**config.mk**
```make
export PLATFORM = sky130hd
export DESIGN_NAME = prbs_rate_gen
export DESIGN_NICKNAME = d
export VERILOG_FILES = /design/src/rtl/prbs_gen_pkg.sv /design/src/rtl/prbs_rate_accum.sv /design/src/rtl/prbs_lfsr.sv /design/src/rtl/prbs_issue_ctrl.sv /design/src/rtl/prbs_rate_gen.sv
export SDC_FILE = /design/constraint.sdc
export NUM_CORES = 1
export LEC_CHECK = 0
export BUFFER_PORTS_ARGS = -buffer_cell sky130_fd_sc_hd__buf_2
export CORE_UTILIZATION = 57
export DETAILED_ROUTE_END_ITERATION = 6
export GPL_TIMING_DRIVEN = 0
export PLACE_DENSITY = 0.82
export SETUP_SLACK_MARGIN = 0.3
export SLEW_MARGIN = 20
export SYNTH_ARGS = -nofsm -noshare
export SYNTH_HDL_FRONTEND = slang
export SYNTH_SLANG_ARGS = --single-unit
```
**constraint.sdc**
```tcl
create_clock -name clk -period 3 [get_ports clk]
set_input_delay 0.3 -clock clk [delete_from_list [all_inputs] [get_ports clk]]
set_output_delay 0.3 -clock clk [all_outputs]
set_load 0.01 [all_outputs]
```
**src/rtl/prbs_gen_pkg.sv**
```systemverilog
package prbs_gen_pkg;
  localparam int WORD_W = 64;
  localparam int RATE_W = 6;
  localparam int LFSR_W = 31;
  localparam int TAP_HI = 31;
  localparam int TAP_LO = 28;
  localparam logic [LFSR_W-1:0] SEED = 31'h2AAAAAAB;
endpackage

```
**src/rtl/prbs_rate_accum.sv**
```systemverilog
module prbs_rate_accum #(
  parameter int RATE_W = 6
) (
  input  logic              clk,
  input  logic              rst_n,
  input  logic              run,
  input  logic [RATE_W-1:0] rate,
  output logic              tick
);
  localparam int SUM_W = RATE_W + 1;

  logic [RATE_W-1:0] acc_q, acc_n;
  logic [SUM_W-1:0]  sum;

  always_comb begin
    sum   = {1'b0, acc_q} + {1'b0, rate} + SUM_W'(1);
    tick  = run & sum[RATE_W];
    acc_n = run ? sum[RATE_W-1:0] : '0;
  end

  always_ff @(posedge clk or negedge rst_n) begin
    if (!rst_n) acc_q <= '0;
    else        acc_q <= acc_n;
  end
endmodule

```
**src/rtl/prbs_lfsr.sv**
```systemverilog
module prbs_lfsr #(
  parameter int              WORD_W = 64,
  parameter int              LFSR_W = 31,
  parameter int              TAP_HI = 31,
  parameter int              TAP_LO = 28,
  parameter logic [LFSR_W-1:0] SEED = '1
) (
  input  logic              clk,
  input  logic              rst_n,
  input  logic              advance,
  output logic [WORD_W-1:0] word
);
  logic [LFSR_W-1:0] state_q, state_n, walk;
  logic [WORD_W-1:0] bits;
  logic              fb;

  always_comb begin
    walk = state_q;
    bits = '0;
    fb   = 1'b0;
    for (int i = WORD_W - 1; i >= 0; i--) begin
      fb      = walk[TAP_HI-1] ^ walk[TAP_LO-1];
      bits[i] = fb;
      walk    = {walk[LFSR_W-2:0], fb};
    end
    word    = bits;
    state_n = advance ? walk : state_q;
  end

  always_ff @(posedge clk or negedge rst_n) begin
    if (!rst_n) state_q <= SEED;
    else        state_q <= state_n;
  end
endmodule

```
**src/rtl/prbs_issue_ctrl.sv**
```systemverilog
module prbs_issue_ctrl (
  input  logic clk,
  input  logic rst_n,
  input  logic enable,
  input  logic tick,
  input  logic ready,
  output logic load,
  output logic valid,
  output logic start
);
  logic valid_q, valid_n;
  logic pend_q, pend_n;
  logic armed_q, armed_n;
  logic en_prev_q;
  logic start_q, start_n;
  logic rise, have_slot;

  always_comb begin
    rise      = enable & ~en_prev_q;
    have_slot = tick | pend_q;
    load      = enable & have_slot & (~valid_q | ready);

    if (!enable)              pend_n = 1'b0;
    else if (tick && pend_q)  pend_n = 1'b1;
    else                      pend_n = have_slot & ~load;

    start_n = load & (armed_q | rise);
    armed_n = enable & (armed_q | rise) & ~load;

    if (load)                  valid_n = 1'b1;
    else if (valid_q && ready) valid_n = 1'b0;
    else                       valid_n = valid_q;
  end

  always_ff @(posedge clk or negedge rst_n) begin
    if (!rst_n) begin
      valid_q   <= 1'b0;
      pend_q    <= 1'b0;
      armed_q   <= 1'b0;
      en_prev_q <= 1'b0;
      start_q   <= 1'b0;
    end else begin
      valid_q   <= valid_n;
      pend_q    <= pend_n;
      armed_q   <= armed_n;
      en_prev_q <= enable;
      start_q   <= start_n;
    end
  end

  assign valid = valid_q;
  assign start = start_q;
endmodule

```
**src/rtl/prbs_rate_gen.sv**
```systemverilog
module prbs_rate_gen #(
  parameter int WORD_W = prbs_gen_pkg::WORD_W,
  parameter int RATE_W = prbs_gen_pkg::RATE_W
) (
  input  logic              clk,
  input  logic              rst_n,
  input  logic              enable,
  input  logic [RATE_W-1:0] rate,
  input  logic              ready,
  output logic [WORD_W-1:0] data,
  output logic              valid,
  output logic              start
);
  logic              tick, load;
  logic [WORD_W-1:0] word;
  logic [WORD_W-1:0] data_q;

  prbs_rate_accum #(.RATE_W(RATE_W)) u_accum (
    .clk  (clk),
    .rst_n(rst_n),
    .run  (enable),
    .rate (rate),
    .tick (tick)
  );

  prbs_lfsr #(
    .WORD_W(WORD_W),
    .LFSR_W(prbs_gen_pkg::LFSR_W),
    .TAP_HI(prbs_gen_pkg::TAP_HI),
    .TAP_LO(prbs_gen_pkg::TAP_LO),
    .SEED  (prbs_gen_pkg::SEED)
  ) u_lfsr (
    .clk    (clk),
    .rst_n  (rst_n),
    .advance(load),
    .word   (word)
  );

  prbs_issue_ctrl u_ctrl (
    .clk   (clk),
    .rst_n (rst_n),
    .enable(enable),
    .tick  (tick),
    .ready (ready),
    .load  (load),
    .valid (valid),
    .start (start)
  );

  always_ff @(posedge clk or negedge rst_n) begin
    if (!rst_n)    data_q <= '0;
    else if (load) data_q <= word;
  end

  assign data = data_q;
endmodule

```
==> Yosys cells after proc, flatten, opt, wreduce, memory -nomap -nowiden <==
Index checks and enable logic that the tools add are counted.
{ "classes": {"n_addsub": 2, "multipliers": 0, "n_div": 0, "order_cmp": 0, "eq_ne": 0, "shifts": 0, "mux": 5, "bitwise": 78, "n_reduce_logical": 3} }
{ "op_table": {"columns": ["op", "n"], "rows": [
  ["$xor A1 B1 Y1", 64],
  ["$and A1 B1 Y1", 8],
  ["$add A6 B6 Y7", 1],
  ["$add A7 B1 Y7 const B", 1],
  ["$mux W6", 1],
  ["$mux W1", 4],
  ["$not A1 Y1", 3],
  ["$or A1 B1 Y1", 3],
  ["$logic_and A1 B1 Y1", 2],
  ["$reduce_bool A2 Y1", 1]
]} }
{ "totals": {"reg_bits": 106, "latchBits": 0, "ram_bits": 0, "rom_bits": 0, "out_inout_bits": 66, "memories": 0} }

==> Longest topological paths before layout <==
Gate-level depths: netlist of run 1.
{ "logic_depth": {"ltp_word": 10, "depth_mapped": 10} }

==> Modules after synthesis <==
From an unflattened synthesis of run 1, not the netlist that was laid out.
{ "unflattened": {"cells_unflattened": 360, "area_unflattened_um2": 5193.7} }
{ "by_module_without_submodules": {"columns": ["mod", "n_inst", "cells_per_inst", "area_per_inst_um2"], "rows": [
  ["prbs_rate_gen", 1, 135, 2678.8],
  ["prbs_lfsr", 1, 162, 1873.0],
  ["prbs_rate_accum", 1, 46, 445.4],
  ["prbs_issue_ctrl", 1, 17, 196.4]
]} }

==> Worst setup path after synthesis of run 1 <==
OpenSTA, ideal clock, no wires.
{ "synth_path": {"kind": "register -> register", "start": "register u_accum.acc_q[0]", "end": "register data_q[0] (netlist: data[0])", "arrival_ps": 2103, "required_time_ps": 2875, "path_slack_ps": 771, "stages_incl_launch_ff": 11, "synth_period_minus_slack_ps": 2229, "cell_sequence": "dfrtp_1 inv_1 ha_1 inv_1 fa_1 a211oi_2 o211ai_2 and3_4 buf_12 buf_12 mux2_4"} }
{ "synth_via": {"elab_chain_len": 6} }
{ "synth_lines": {"columns": ["element", "line_no", "source"], "rows": [
  ["from (decl)", "prbs_rate_accum.sv:12", "logic [RATE_W-1:0] acc_q, acc_n;"],
  ["from (signal assigned)", "prbs_rate_accum.sv:23", "else acc_q <= acc_n;"],
  ["$add A6 B6 Y7", "prbs_rate_accum.sv:16", "sum = {1'b0, acc_q} + {1'b0, rate} + SUM_W'(1);"],
  ["$add A7 B1 Y7", "prbs_rate_accum.sv:16", null],
  ["$and A1 B1 Y1", "prbs_rate_accum.sv:17", "tick = run & sum[RATE_W];"],
  ["$or A1 B1 Y1", "prbs_issue_ctrl.sv:20", "have_slot = tick | pend_q;"],
  ["$and A1 B1 Y1 (2 in a row)", "prbs_issue_ctrl.sv:21", "load = enable & have_slot & (~valid_q | ready);"],
  ["to (signal assigned)", "prbs_rate_gen.sv:52", "else if (load) data_q <= word;"],
  ["to (decl)", "prbs_rate_gen.sv:16", "logic [WORD_W-1:0] data_q;"]
]} }
No other way between the ends.
A chain may end at the register's enable or synchronous reset.

==> Final worst setup path of run 1 <==
{ "layout_path": {"start": "register u_accum.acc_q[0]", "end": "register data_q[61] (netlist: data[61])"} }
The elaborated chain is that of the path after synthesis.

==> flow_metrics.tcl, run 1 <==
set metrics [dict create \
    post_drt_wl_per_cell_um 16.9 \
    power.density_nw_per_um2 505 \
    critPathRequiredTime_ns 3.24 \
    grt_start_max_net_pins 76 \
    critPathCaptureType "flop" \
    cts_sinks 91 \
    post-route-period-util_pct 81.0 \
    worstRegToRegCells 10 \
    grt_usage_pct 22.6 \
    grt_overflow 0 \
    syn_area_um2 4830 \
    cts_buffer_depth 2 \
    num_rows 33 \
    place_hpwl_um 6380 \
    grt_antenna_before_repair 0 \
    reg2reg_to "data[61]$_DFFE_PN0P_" \
    cp-start-kind "flop" \
    clk_latency_ns 0.35 \
    areaGrowthSynthToFinish_pct 15.6 \
    drv_slew 0 \
    postCtsSetupRepairBufs 0 \
    min_to "u_ctrl.en_prev_q$_DFF_PN0_" \
    ys_seq_elements 91 \
    drcViolationCount 0 \
    total_power_mw 2.82 \
    path_clk_slew_ns 0.09 \
    place.gp.congestion 0.785 \
    syn_avg_cell_area_um2 14.1 \
    ys_warn_count 0 \
    run_status "completed" \
    ys_types 36 \
    fmax_ghz 0.412 \
    fp.dieH_um 94.1 \
    rsz0062_at_grt "no" \
    leakage_nw 3.13 \
    clockRootBuffer "clkbuf_8" \
    critical_path_class "flop to flop" \
    max_cap_viol_count 0 \
    io_buffers 75 \
    worst_slew_pin_slew_ns 0.531 \
    final_nets 447 \
    drive_gt1_share_pct 49.0 \
    postRouteWirelength_um 9100 \
    cts_resized 0 \
    dr.first_iter.drc_count 130 \
    fin_skew_ns 0.0100 \
    tns_ns 0 \
    min_path_cells 1 \
    antenna_left 0 \
    crit_fanout 10 \
    grt_pass1_vias 2798 \
    ir_worst_vdd_v 0.000293 \
    slew_headroom_pct 64.3 \
    critPathArrivalTime_ns 2.66 \
    die_w_um 94.1 \
    vias 2738 \
    reg2reg_slack_ns 0.57 \
    worstHoldStart "enable" \
    fin_crit_ns 2.43 \
    n_antenna_cell 0 \
    syn_nets 359 \
    core_area_um2 8220 \
    die-area_um2 8850 \
    synthCells 342 \
    io_pins 76 \
    firstDrtPassIters 4 \
    start_util_pct 58.8 \
    r2r_start "u_accum.acc_q[0]$_DFF_PN0_" \
    cts_tree "done" \
    setup_violations 0 \
    hold_viol 0 \
    cts_buffers 9 \
    grt_pass1_wl_um 14700 \
    htree_levels 3 \
    worstHoldPathType "primary input to flop" \
    ys_seq_area_share_pct 47.6 \
    final_cell_mix "mux2_4, dfrtp_1, buf_2" \
    viasPerCell 5.07 \
]
==> worst max-delay path by stage <==
stage                               start                   end  slack [ns]
3_3_place_gp                      rate[0]  data[56]$_DFFE_PN0P_        0.57
6_report       u_accum.acc_q[0]$_DFF_PN0_  data[61]$_DFFE_PN0P_        0.57
5_1_grt        u_accum.acc_q[0]$_DFF_PN0_  data[61]$_DFFE_PN0P_        0.46
2_1_floorplan  u_accum.acc_q[0]$_DFF_PN0_   data[0]$_DFFE_PN0P_        0.77
4_1_cts        u_accum.acc_q[0]$_DFF_PN0_   data[0]$_DFFE_PN0P_        0.56
3_5_place_dp                      rate[0]   data[0]$_DFFE_PN0P_        0.55
==> state kept, by name (all words and copies together), names as in the netlist <==
signal,count
u_ctrl.en_prev_q,1
u_ctrl.pend_q,1
u_ctrl.armed_q,1
data,64
u_ctrl.start,1
u_ctrl.valid,1
u_lfsr.state_q,16
u_accum.acc_q,6
==> cells by family after synthesis <==
group,share of synthesized area (%)
compound gates,2.20
xor+xnor,12.2
fa+ha+maj,2.18
buf+inv,8.86
flops,47.6
mux,24.4
simple gates,2.67
==> power breakdown <==
| group | internal [mW] | switching (mW) | leakage, nW | total [mW] |
|---|---|---|---|---|
| sequential | 1.26 | 0.0167 | 1.20 | 1.28 |
| combinational | 0.348 | 0.353 | 1.83 | 0.701 |
| clock | 0.408 | 0.431 | 0.0987 | 0.839 |
==> routing by layer <==
layer,GRT usage [%],share of wire (%),vias up
met5,0,0,-
met4,7.95,1.2,0
met1,32.2,48,1380
met3,2.91,3.0,9
met2,35.5,48,63
li1,-,-,1286
==> cells in the mapped netlist (all sizes together) <==
| cell type | n | area, um2 |
|---|---|---|
| xor2 | 55 | 482 |
| xnor2 | 12 | 105 |
| o211ai | 3 | 27.5 |
| a21oi | 2 | 10.0 |
| o2111a | 1 | 11.3 |
| or2b | 1 | 8.76 |
| ha | 6 | 75.1 |
| o21a | 1 | 7.51 |
| a211oi | 1 | 12.5 |
| mux2i | 4 | 40.0 |
| inv | 10 | 37.5 |
| nor2 | 2 | 7.51 |
| dfstp | 16 | 420 |
| nor4bb | 1 | 10.0 |
| maj3 | 1 | 10.0 |
| o311ai | 1 | 8.76 |
| mux2 | 76 | 1140 |
| fa | 1 | 20.0 |
| nor2b | 2 | 12.5 |
| buf | 44 | 368 |
| nand2 | 6 | 22.5 |
| a21o | 1 | 8.76 |
| and3 | 2 | 17.5 |
| or3 | 1 | 6.26 |
| clkbuf | 6 | 22.5 |
| o21ai | 4 | 20.0 |
| nand3 | 1 | 5.00 |
| nand4b | 1 | 8.76 |
| and2 | 4 | 25.0 |
| dfrtp | 75 | 1880 |
| nor3 | 1 | 5.00 |
==> worst max-delay path, stage by stage (launching register included) <==
cell      delay [ns]
dfrtp_1         0.37
inv_1           0.05
ha_1            0.15
inv_1           0.06
fa_1            0.43
a211oi_2        0.28
o211ai_2        0.15
and3_4          0.20
buf_12          0.15
buf_12          0.16
mux2_4          0.29
==> per-stage QoR <==
| step | worst slack, ns | std cells | util (%) | hold WS (ns) | instance area [um2] |
|---|---|---|---|---|---|
| after global placement | 0.572 | 522 | 64.9 | 0.485 | 5340 |
| after CTS | 0.564 | 540 | 67.9 | 0.117 | 5580 |
| after floorplan | 0.771 | 342 | - | 0.00441 | 4830 |
| after global routing | 0.463 | 540 | 67.9 | 0.128 | 5580 |
| final | 0.571 | 540 | 67.9 | 0.135 | 5580 |
| after detailed placement | 0.546 | 523 | 65.4 | 0.148 | 5370 |
==> repair_timing <==
item	in CTS	in global routing
endpoints found under the hold margin	16	0
setup endpoints to repair	0	0
hold buffers	1	0
==> layout make-up <==
class                      count  area [um2]
multi-input combinational    191        2100
inverter                      10        37.5
clock inverter                 6        63.8
tap                          105         131
clock buffer                  10         138
timing repair buffer          77         419
fill                         607        2640
sequential                    91        2300
buffer                        50         390
No activity file was read; power rests on OpenSTA's default activity.
==> run 2: changes to the inputs <==
- clock period: 3 -> 2.5 ns (I/O delays scaled with it)
==> flow_metrics.tcl, run 2 (synthesis gave the netlist of run 1 again) <==
set metrics [dict create \
    clockRootBuffer "clkbuf_8" \
    grt_pass1_vias 2854 \
    n_antenna_cell 0 \
    hold_slack_ns 0.0848 \
    reg2reg_to "data[15]$_DFFE_PN0P_" \
    drcViolationCount 0 \
    r2r_start "u_accum.acc_q[0]$_DFF_PN0_" \
    cp-start-kind "flop" \
    post_drt_wl_per_cell_um 17.1 \
    setup_violations 0 \
    cts_buffers 9 \
    rsz0062_at_grt "yes" \
    grt_antenna_before_repair 0 \
    power.density_nw_per_um2 617 \
    worstHoldStart "enable" \
    leakage_nw 3.19 \
    critPathCaptureType "flop" \
    total_power_mw 3.53 \
    final_nets 454 \
    dr.first_iter.drc_count 123 \
    min_path_cells 1 \
    crit_fanout 6 \
    place_hpwl_um 6620 \
    clk_latency_ns 0.35 \
    die-area_um2 8850 \
    drv_slew 0 \
    io_pins 76 \
    largest_register_ffs 64 \
    place.gp.congestion 0.827 \
    start_util_pct 58.8 \
    grt_start_max_net_pins 54 \
    worstHoldPathType "primary input to flop" \
    ir_worst_vdd_v 0.000308 \
    viasPerCell 5.08 \
    critPathMaxStageDelay_ns 0.37 \
    slew_headroom_pct 63.1 \
    path_cells "inv_1 > ha_2 > inv_2 > fa_2 > a211oi_4 > o211ai_2 > and3_4 > buf_12 > clkbuf_16 > mux2_4" \
    fin_skew_ns 0.0110 \
    critPathTopFamily "adder cells" \
    placed_area_um2 5370 \
    worst_slack_ns 0.189 \
    reg2reg_slack_ns 0.19 \
    core_area_um2 8220 \
    worstRegToRegCells 10 \
    crit_buf_inv 4 \
    fmax_ghz 0.433 \
    postRouteWirelength_um 9370 \
    htree_levels 3 \
    path_clk_slew_ns 0.09 \
    hold_viol 0 \
    grt_usage_pct 22.9 \
    max_cap_viol_count 0 \
    slowest_stage "dfrtp_1" \
    grt_overflow 0 \
    critPathArrivalTime_ns 2.55 \
    post-route-period-util_pct 92.4 \
    fin_crit_ns 2.31 \
    vias 2778 \
    final_cell_mix "mux2_4, dfrtp_1, buf_2" \
    dp_slack_ns 0.133 \
    antenna_left 0 \
    critPathRequiredTime_ns 2.73 \
    fp.dieH_um 94.1 \
    io_buffers 75 \
    cts_tree "done" \
    drive_gt1_share_pct 50.2 \
    run_status "completed" \
    worst_slew_pin_slew_ns 0.552 \
    firstDrtPassIters 4 \
    areaGrowthSynthToFinish_pct 18.3 \
    grt_pass1_wl_um 15000 \
    fin_area_um2 5710 \
    tns_ns 0 \
    die_w_um 94.1 \
    num_rows 33 \
    cts_sinks 91 \
    critical_path_class "flop to flop" \
    min_to "u_ctrl.en_prev_q$_DFF_PN0_" \
    cts_buffer_depth 2 \
]
run 2: through the flow:
step / util [%] / instances
after floorplan: - / 342
after global placement: 65.0 / 522
after detailed placement: 65.4 / 523
after CTS: 68.5 / 544
after global routing: 69.5 / 547
final: 69.5 / 547
run 2: cell type report:
type	instances	area (um2)
fillers	589	2500
flip-flops and latches	91	2300
multi-input cells	191	2120
repair buffers	84	537
plain buffers	50	390
clock buffers	11	141
well taps	105	131
clock inverters	5	61.3
inverters	10	37.5
run 2: worst max-delay path by stage:
stage / startpoint / end / slack [ns] / cells after the start
global placement: rate[0] / data[56]$_DFFE_PN0P_ / 0.16 / 11
detailed placement: rate[0] / data[56]$_DFFE_PN0P_ / 0.13 / 11
finish: u_accum.acc_q[0]$_DFF_PN0_ / data[15]$_DFFE_PN0P_ / 0.19 / 10
global route: u_accum.acc_q[0]$_DFF_PN0_ / data[39]$_DFFE_PN0P_ / 0.12 / 10
floorplan: u_accum.acc_q[0]$_DFF_PN0_ / data[0]$_DFFE_PN0P_ / 0.30 / 10
CTS: u_accum.acc_q[0]$_DFF_PN0_ / data[56]$_DFFE_PN0P_ / 0.16 / 10
run 2: what timing repair did:
item | CTS | global route
hold buffers | 1 | 0
endpoints found under the setup margin | 79 | 81
gates resized for setup | 0 | 3
hold endpoints to repair | 32 | 0
cloned | 0 | 3
pin swaps | 3 | 2
setup buffers | 4 | 0
run 2: routing by layer:
metal / share of wire [%] / track usage, % / wire [um]
met5: 0 / 0 / 0
met4: 1.7 / 8.59 / 156
met3: 3.2 / 3.40 / 298
met2: 47 / 36.1 / 4440
met1: 48 / 32.1 / 4470
run 2: power breakdown:
part / internal, mW / switching [mW]
Sequential: 1.52 / 0.0187
Combinational: 0.519 / 0.458
Clock: 0.496 / 0.519
